**src/rtl/idx_fixup_pkg.sv**
```systemverilog
package idx_fixup_pkg;

  typedef enum logic [2:0] {
    S_IDLE = 3'd0,
    S_C1   = 3'd1,
    S_C2   = 3'd2,
    S_C3   = 3'd3,
    S_C4   = 3'd4,
    S_C5   = 3'd5
  } seqStateT;

  typedef enum logic [1:0] {
    OP_READ  = 2'b00,
    OP_WRITE = 2'b01,
    OP_RMW   = 2'b10,
    OP_ALT   = 2'b11
  } opClassT;

  // strobes from control to datapath
  typedef struct packed {
    logic load;     // capture operands
    logic addLo;    // low byte + index, capture carry
    logic addHi;    // high byte + 1 (always computed)
    logic selBase;  // bus = base address
    logic selIdx;   // bus = {hi, sumLo}
    logic selFix;   // bus = {gated hi, sumLo}
  } ctrlT;

endpackage

```
**src/rtl/idx_fix_ctrl.sv**
```systemverilog
module idx_fix_ctrl
  import idx_fixup_pkg::*;
(
  input  logic       clk,
  input  logic       rst,
  input  logic       start,
  input  logic [1:0] opClass,
  input  logic       carryFlag,
  output ctrlT       ctrl,
  output logic [2:0] cycleState,
  output logic       done
);

  seqStateT state, stateNext;
  logic     isRead;

  always_ff @(posedge clk) begin
    if (rst) begin
      state  <= S_IDLE;
      isRead <= 1'b0;
    end else begin
      state <= stateNext;
      if (state == S_IDLE && start) isRead <= (opClass == OP_READ);
    end
  end

  always_comb begin
    stateNext = state;
    unique case (state)
      S_IDLE:  stateNext = start ? S_C1 : S_IDLE;
      S_C1:    stateNext = S_C2;
      S_C2:    stateNext = S_C3;
      S_C3:    stateNext = S_C4;
      S_C4:    stateNext = (isRead && !carryFlag) ? S_IDLE : S_C5;
      S_C5:    stateNext = S_IDLE;
      default: stateNext = S_IDLE;
    endcase
  end

  always_comb begin
    ctrl         = '0;
    ctrl.load    = (state == S_IDLE) && start;
    ctrl.addLo   = (state == S_C3);
    ctrl.addHi   = (state == S_C4);
    ctrl.selBase = (state == S_C2) || (state == S_C3);
    ctrl.selIdx  = (state == S_C4);
    ctrl.selFix  = (state == S_C5);
  end

  assign cycleState = state;
  assign done = ((state == S_C4) && isRead && !carryFlag) || (state == S_C5);

  // done never lasts two cycles
  a_r8_done_single: assert property (@(posedge clk) disable iff (rst)
    done |=> !done);

  // fixed walk through the early cycles
  a_r2_walk: assert property (@(posedge clk) disable iff (rst)
    (state == S_C2) |=> (state == S_C3));

  // read without stored carry finishes from cycle 4
  a_r4_read_skip: assert property (@(posedge clk) disable iff (rst)
    (state == S_C4 && isRead && !carryFlag) |=> (state == S_IDLE));

  // writes and read-modify-writes always take the fixup cycle
  a_r6_always_fix: assert property (@(posedge clk) disable iff (rst)
    (state == S_C4 && !isRead) |=> (state == S_C5));

  // a sequence never restarts part way through
  a_r9_no_restart: assert property (@(posedge clk) disable iff (rst)
    (state != S_IDLE) |=> (state != S_C1));

endmodule

```
**src/rtl/idx_fix_dp.sv**
```systemverilog
module idx_fix_dp
  import idx_fixup_pkg::*;
#(
  parameter int ADDR_W = 16,
  localparam int BYTE_W = ADDR_W / 2
)(
  input  logic              clk,
  input  logic              rst,
  input  ctrlT              ctrl,
  input  logic [BYTE_W-1:0] baseLo,
  input  logic [BYTE_W-1:0] baseHi,
  input  logic [BYTE_W-1:0] index,
  output logic              carryFlag,
  output logic [ADDR_W-1:0] addrBus
);

  logic [BYTE_W-1:0] opLo, opHi, idxReg, sumLo, hiInc;
  logic [BYTE_W-1:0] aluA, aluB, aluSum, busHi;
  logic              aluCin, aluCout;

  // one shared adder: low byte + index, then high byte + 1
  always_comb begin
    aluA   = ctrl.addLo ? opLo : opHi;
    aluB   = ctrl.addLo ? idxReg : '0;
    aluCin = ctrl.addHi;
    {aluCout, aluSum} = {1'b0, aluA} + {1'b0, aluB} + {{BYTE_W{1'b0}}, aluCin};
  end

  always_ff @(posedge clk) begin
    if (rst) begin
      opLo      <= '0;
      opHi      <= '0;
      idxReg    <= '0;
      sumLo     <= '0;
      hiInc     <= '0;
      carryFlag <= 1'b0;
    end else begin
      if (ctrl.load) begin
        opLo   <= baseLo;
        opHi   <= baseHi;
        idxReg <= index;
      end
      if (ctrl.addLo) begin
        sumLo     <= aluSum;
        carryFlag <= aluCout;   // held; live carry is reused next cycle
      end
      if (ctrl.addHi) hiInc <= aluSum;
    end
  end

  // incremented high byte reaches the bus only after a stored carry
  assign busHi = carryFlag ? hiInc : opHi;

  always_comb begin
    addrBus = '0;
    if (ctrl.selBase)     addrBus = {opHi, opLo};
    else if (ctrl.selIdx) addrBus = {opHi, sumLo};
    else if (ctrl.selFix) addrBus = {busHi, sumLo};
  end

  // low byte carried unchanged into the fixup cycle
  a_r7_low_hold: assert property (@(posedge clk) disable iff (rst)
    ctrl.selFix |-> addrBus[BYTE_W-1:0] == $past(addrBus[BYTE_W-1:0]));

  // high byte steps by exactly the stored carry across the fixup
  a_r5_hi_step: assert property (@(posedge clk) disable iff (rst)
    ctrl.selFix |-> (BYTE_W'(addrBus[ADDR_W-1:BYTE_W] - $past(addrBus[ADDR_W-1:BYTE_W]))
                     == BYTE_W'(carryFlag)));

  // operands frozen outside the load strobe
  a_r9_frozen: assert property (@(posedge clk) disable iff (rst)
    !ctrl.load |=> ($stable(opLo) && $stable(opHi) && $stable(idxReg)));

endmodule

```
**src/rtl/idxFixupSeq.sv**
```systemverilog
module idxFixupSeq
  import idx_fixup_pkg::*;
#(
  parameter int ADDR_W = 16,
  localparam int BYTE_W = ADDR_W / 2
)(
  input  logic              clk,
  input  logic              rst,
  input  logic              start,
  input  logic [1:0]        opClass,
  input  logic [BYTE_W-1:0] baseLo,
  input  logic [BYTE_W-1:0] baseHi,
  input  logic [BYTE_W-1:0] index,
  output logic [ADDR_W-1:0] addrBus,
  output logic [2:0]        cycleState,
  output logic              done
);

  ctrlT ctrl;
  logic carryFlag;

  idx_fix_ctrl u_ctrl (
    .clk        (clk),
    .rst        (rst),
    .start      (start),
    .opClass    (opClass),
    .carryFlag  (carryFlag),
    .ctrl       (ctrl),
    .cycleState (cycleState),
    .done       (done)
  );

  idx_fix_dp #(.ADDR_W(ADDR_W)) u_dp (
    .clk       (clk),
    .rst       (rst),
    .ctrl      (ctrl),
    .baseLo    (baseLo),
    .baseHi    (baseHi),
    .index     (index),
    .carryFlag (carryFlag),
    .addrBus   (addrBus)
  );

endmodule

```
**config.mk**
```make
export PLATFORM = sky130hd
export DESIGN_NAME = idxFixupSeq
export DESIGN_NICKNAME = d
export VERILOG_FILES = /design/src/rtl/idx_fixup_pkg.sv /design/src/rtl/idx_fix_ctrl.sv /design/src/rtl/idx_fix_dp.sv /design/src/rtl/idxFixupSeq.sv
export SDC_FILE = /design/constraint.sdc
export NUM_CORES = 1
export LEC_CHECK = 0
export ABC_AREA = 1
export CORE_MARGIN = 3
export CORE_UTILIZATION = 45
export DETAILED_ROUTE_END_ITERATION = 8
export GPL_ROUTABILITY_DRIVEN = 1
export HOLD_SLACK_MARGIN = 0.08
export PLACE_DENSITY = 0.72
export REMOVE_ABC_BUFFERS = 1
export SLEW_MARGIN = 20
export SYNTH_ARGS = -nofsm -noshare
export SYNTH_HDL_FRONTEND = slang
export SYNTH_SLANG_ARGS = --single-unit
```
**constraint.sdc**
```tcl
create_clock -name clk -period 6.15 [get_ports clk]
set_clock_uncertainty 0.1 [all_clocks]
set_input_delay 0.615 -clock clk [delete_from_list [all_inputs] [get_ports clk]]
set_output_delay 0.615 -clock clk [all_outputs]
set_load 0.02 [all_outputs]
```
* Word level (Yosys, flattened, before mapping)
Index checks and enable logic that the tools add are counted.
** Word-level totals
- RAM bits :: 0
- Register bits :: 45
- Output and inout bits :: 20
- Bits of input ports :: 29
- Bits in read-only memories :: 0
- Memories :: 0
- Latch bits :: 0
** Operators by class
- $lt $le $gt $ge :: 0
- Shift-type cells :: 0
- Eq/ne operators :: 5
- Div/mod/pow operators :: 0
- Bitwise operators :: 0
- Multiplexer cells :: 9
- $mul :: 0
- Reduce and logical (&&, ||, !) cells :: 9
- $add $sub $neg :: 2
** Operators by type and width (count)
- 2-to-1 mux 16 bit :: 3
- 2-to-1 mux 8 bit :: 3
- case mux 3 bit (5 select lines) :: 1
- adder 8 x 8 -> 9 bit :: 1
- adder 9 x 1 -> 9 bit :: 1
- equality test 3 x 2 -> 1 bit (second input constant) :: 2
- equality test 3 bit (second input constant) :: 2
- logical AND 1 bit :: 4
- equality test 3 x 1 -> 1 bit (second input constant) :: 1
- logical NOT 3 bit :: 1
- 2-to-1 mux 3 bit :: 1
- logical NOT 2 bit :: 1
- logical OR 1 bit :: 2
- logical NOT 1 bit :: 1
- 2-to-1 mux 1 bit :: 1

* Longest topological paths before layout
- Word-level depth :: 4
- Mapped depth :: 17
- Mapped depth without buffers :: 15

* Hierarchy
A second synthesis with hierarchy kept.
** Unflattened totals
- Cells, all modules :: 377
- Area, all modules :: 2491.1 sq um
** By module, submodules not included
- idx_fix_dp :: area an instance 2244.7 sq um, instances 1, cells an instance 339
- idx_fix_ctrl :: area an instance 246.5 sq um, instances 1, cells an instance 38

* Least setup slack after synthesis
OpenSTA, ideal clock, no wires.
- Path type :: reg-to-reg
- Start point :: register u_ctrl.state[0], in the netlist u_ctrl.cycleState[0]
- End point :: register u_dp.hiInc[6]
- Data arrival time :: 2.289 ns
- Slack :: 3.651 ns
- Required time :: 5.941 ns
- Cell stages (with the launch flop) :: 18
- Clock period less this slack :: 2.499 ns
- Setup time :: 0.109 ns
- Cell sequence :: dfxtp_1 nand2_1 nor2_1 buf_4 buf_6 nand2_1 o21ai_0 fa_1 inv_1 fa_1 nand2_1 nand2_1 nand3b_1 nand2_1 nand2_1 nand3_1 nand2_1 inv_1
** Between the ends
- Cells in the longest elaborated chain, start to end :: 4
** RTL lines
- from (decl) :: RTL line idx_fix_ctrl.sv:14 : seqStateT state, stateNext;
- from (signal assigned) :: RTL line idx_fix_ctrl.sv:22 : state <= stateNext;
- equality test 3 x 2 -> 1 bit :: RTL line idx_fix_ctrl.sv:43 : ctrl.addLo = (state == S_C3);
- 2-to-1 mux 8 bit (on tied branches) :: RTL line idx_fix_dp.sv:23, idx_fix_dp.sv:24
- adder 8 x 8 -> 9 bit :: RTL line idx_fix_dp.sv:26 : {aluCout, aluSum} = {1'b0, aluA} + {1'b0, aluB} + {{BYTE_W{1'b0}}, aluCin};
- adder 9 x 1 -> 9 bit :: RTL line idx_fix_dp.sv:26
- to (signal assigned) :: RTL line idx_fix_dp.sv:47 : if (ctrl.addHi) hiInc <= aluSum;
- to (decl) :: RTL line idx_fix_dp.sv:17 : logic [BYTE_W-1:0] opLo, opHi, idxReg, sumLo, hiInc;
Several ways; a longest one is shown, not always the timed one.
A chain may end at the register's enable or synchronous reset.

* Final worst setup path
- Start point :: register u_ctrl.state[0], in the netlist u_ctrl.cycleState[0]
- End point :: register u_dp.hiInc[3]
The elaborated chain is that of the path after synthesis.

==> implementation parameters <==
Parameter                              Value

Status
  Run status    finished clean

Drt
  Total length of routed wires    5460 µm
  Total DRC errors in the routed layout    0
  Residual antenna-violating net count after detailed routing    0
  Initial DRC count    140
  Wirelength per Cell    12.3 µm
  Routed via count divided by cell count    4.91
  Drt first pass iters    4
  Number of vias in the routed layout    2,172

Timing
  Headroom to the max-slew limit    37.9%
  Time the final worst path needs with I/O delays and setup    3150 ps
  Final cycle utilization of the critical path    51.2%
  Slew @ Worst Pin    931 ps
  Summed negative setup slack over all endpoints    0 ps
  Unrepaired setup endpoints after global routing    false
  Final count of pins violating max slew    0
  Achievable Freq    0.318 GHz
  Worst hold slack    358 ps
  Hold Vio Cnt, Final    0
  Final setup violating endpoints    0

Synth
  Count of synthesis-stage warnings from yosys    0
  Async SR Flop Fraction    0%
  Mean area per synthesized cell    6.94 µm²
  Yosys top cell area share    39.2%
  Sequential fraction of the synthesis area    39.2%
  Number of enable flip-flop cells after synthesis    0
  Synth unique cells    26
  Most repeated cell in the gate-level netlist after synthesis    inv_1
  Synth Register Bits    45
  Cell count after synthesis    331
  Top post-synthesis cells by count    57 x inv_1, 49 x nand2_1, 45 x dfxtp_1
  Post-synthesis cell area    2300 µm²
  Top area cells in the synthesized netlist    dfxtp_1 39%, o21ai_0 9.4%, inv_1 9.3%
  Area leader, netlist    dfxtp_1
  Main synth FF type    dfxtp_1

Global routing
  Final global-route overflow total    0
  Via count of the first global-routing pass    2,065
  Largest net degree at the start of global routing    45
  Wire length of the first global-routing pass    9380 µm
  All-Layer GR Usage    19.3%
  Antenna violations before repair    0

Layout
  Number of standard cells in the layout, taps in and fillers out    442
  Synth-to-layout area growth    25.4%
  Area taken by multi-input logic gates    1110 µm²
  Final cell area excluding filler cells    2880 µm²
  # fillers    500
  Final #Nets    412
  Antenna cell count    0
  Core utilization of the finished layout    59.8%
  Register area    901 µm²
  Fraction of final layout cells sized beyond drive strength 1    2.93%

Clock tree
  Sinks on Clock Net    45
  Post-cts sizing count    0
  Clock latency at the later pin of the worst-skew pair    290 ps
  Hold-fix buffer count after cts    0
  Clock root buffer    clkbuf_8
  Maximum level of the CTS H-tree    2
  Clock buffers created by TritonCTS    5
  Clk buf depth    2
  Postcts setup bufs    0
  TritonCTS clock tree    done
  Register clock-pin slew on the reported worst setup and hold paths    80 ps

Power
  Psw    205 µW
  Combinational fraction of design power    24.3%
  Power per cell area    233 nW/µm²
  Int Pwr    467 µW
  Relative contribution of the clock network to total power    26.0%
  Switching Share    30.5%
  Leak    1.22 nW
  Part of the total power dissipated in sequential elements    49.7%
  Worst IR drop on VDD    0.000137 V

Floorplanning
  Core ar.    4820 µm²
  Starting utilization of the core area    47.7%
  Die width    77.5 µm
  Site row count    25
  Die span in y    77.5 µm
  Ports placed on the boundary    49
  Area of the die    6000 µm²

Place
  Post-DP Area    2800 µm²
  Cell count after placement    434
  Detailed Place HPWL    3830 µm
  Placer congestion estimate    0.884
  Count of buffers inserted at the top-level ports    48

Hold path
  Worst hold path type    reg2reg

Critical path
  CP max FO    18
  Category of the worst setup path launch point    register
  Endpoint arrival time on the critical path    3240 ps
  CP endpoint kind    register
  Critical setup path kind    reg2reg
  Required @ worst endpoint    6250 ps

Run
  Max-Cap Viols    0
worst paths after layout:
| check | start | endpoint | slack [ps] | cells after the start |
|---|---|---|---|---|
| max reg2reg | u_ctrl.cycleState[0] | u_dp.hiInc[3] | 3000 | 12 |
| min reg2reg | u_dp.idxReg[4] | u_dp.idxReg[4] | 360 | 2 |
| min | u_dp.idxReg[4] | u_dp.idxReg[4] | 360 | 2 |
| max | u_ctrl.cycleState[0] | u_dp.hiInc[3] | 3000 | 12 |
power groups by stage:
stage	logic (mW)	registers [mW]	clock network, mW
after detailed placement	0.163	0.341	0
final	0.163	0.334	0.175
after global placement	0.161	0.340	0
after global routing	0.184	0.337	0.193
after CTS	0.164	0.334	0.181
after floorplan	0.100	0.340	0
registers in the layout, indices dropped and copies added, names as in the netlist:
signal	flops
u_dp.opLo	8
u_ctrl.isRead	1
u_dp.carryFlag	1
u_dp.sumLo	8
u_dp.opHi	8
u_dp.hiInc	8
u_dp.idxReg	8
u_ctrl.cycleState	3
final cells by class:
type	instances	area share [%]
Multi-Input combinational cell	215	38.6
Clock buffer	8	2.78
Timing Repair Buffer	49	16.9
Sequential cell	45	31.3
Inverter	58	7.56
Tap cell	67	2.91
layer usage:
metal | part of all wire [%] | up-vias | GRT usage (%) | wire length [µm]
li1 | - | 1153 | - | -
met1 | 49 | 965 | 24.7 | 2650
met2 | 46 | 47 | 32.0 | 2510
met3 | 4.3 | 7 | 4.64 | 235
met4 | 1.0 | 0 | 6.05 | 55
met5 | 0 | - | 0 | 0
metrics by stage:
stage / total power, mW / setup slack (ps)
4_1_cts: 0.678 / 3030
6_report: 0.672 / 3000
5_1_grt: 0.715 / 2670
3_5_place_dp: 0.503 / 3040
2_1_floorplan: 0.440 / 2910
3_3_place_gp: 0.501 / 3090
kinds of logic (layout without fill, tap and decap cells):
logic type / after synthesis / in the layout / share of synthesized area [%]
AOI/OAI and AO/OA: 94 / 94 / 22.1
xor gates and xnor gates: 2 / 2 / 0.763
adders and majority gates: 9 / 9 / 5.56
buffers and inverters: 71 / 115 / 12.4
DFF: 45 / 45 / 39.2
and+or+nand+nor: 110 / 110 / 19.9
worst max-delay path, stage by stage, from the launching register on:
cell and delay [ps]:
dfxtp_1 450, nand2_1 100, nor2_1 550, buf_4 320, inv_1 240, nor2_1 170, ha_1 270, or2_2 310
nand2_1 100, xor2_1 230, nand2_1 90, nand2_1 70, inv_1 30
layout by cell type (no fill, tap or decap):
cell type	n
nand2_2	1
o211ai_1	2
ha_1	7
dfxtp_1	45
a21oi_4	1
o22ai_1	9
nand3b_1	3
nor2_1	39
a211oi_1	1
nand2_1	49
buf_4	1
inv_1	57
a21oi_1	36
nand3_1	13
clkdlybuf4s50_1	48
fa_1	2
nand3_2	1
a22o_1	2
or2_2	2
xor2_1	2
nor4_1	1
clkinv_1	1
o21ai_0	43
clkbuf_8	5
nor3_1	1
clkbuf_1	3
(Power assumes the default switching activity.)
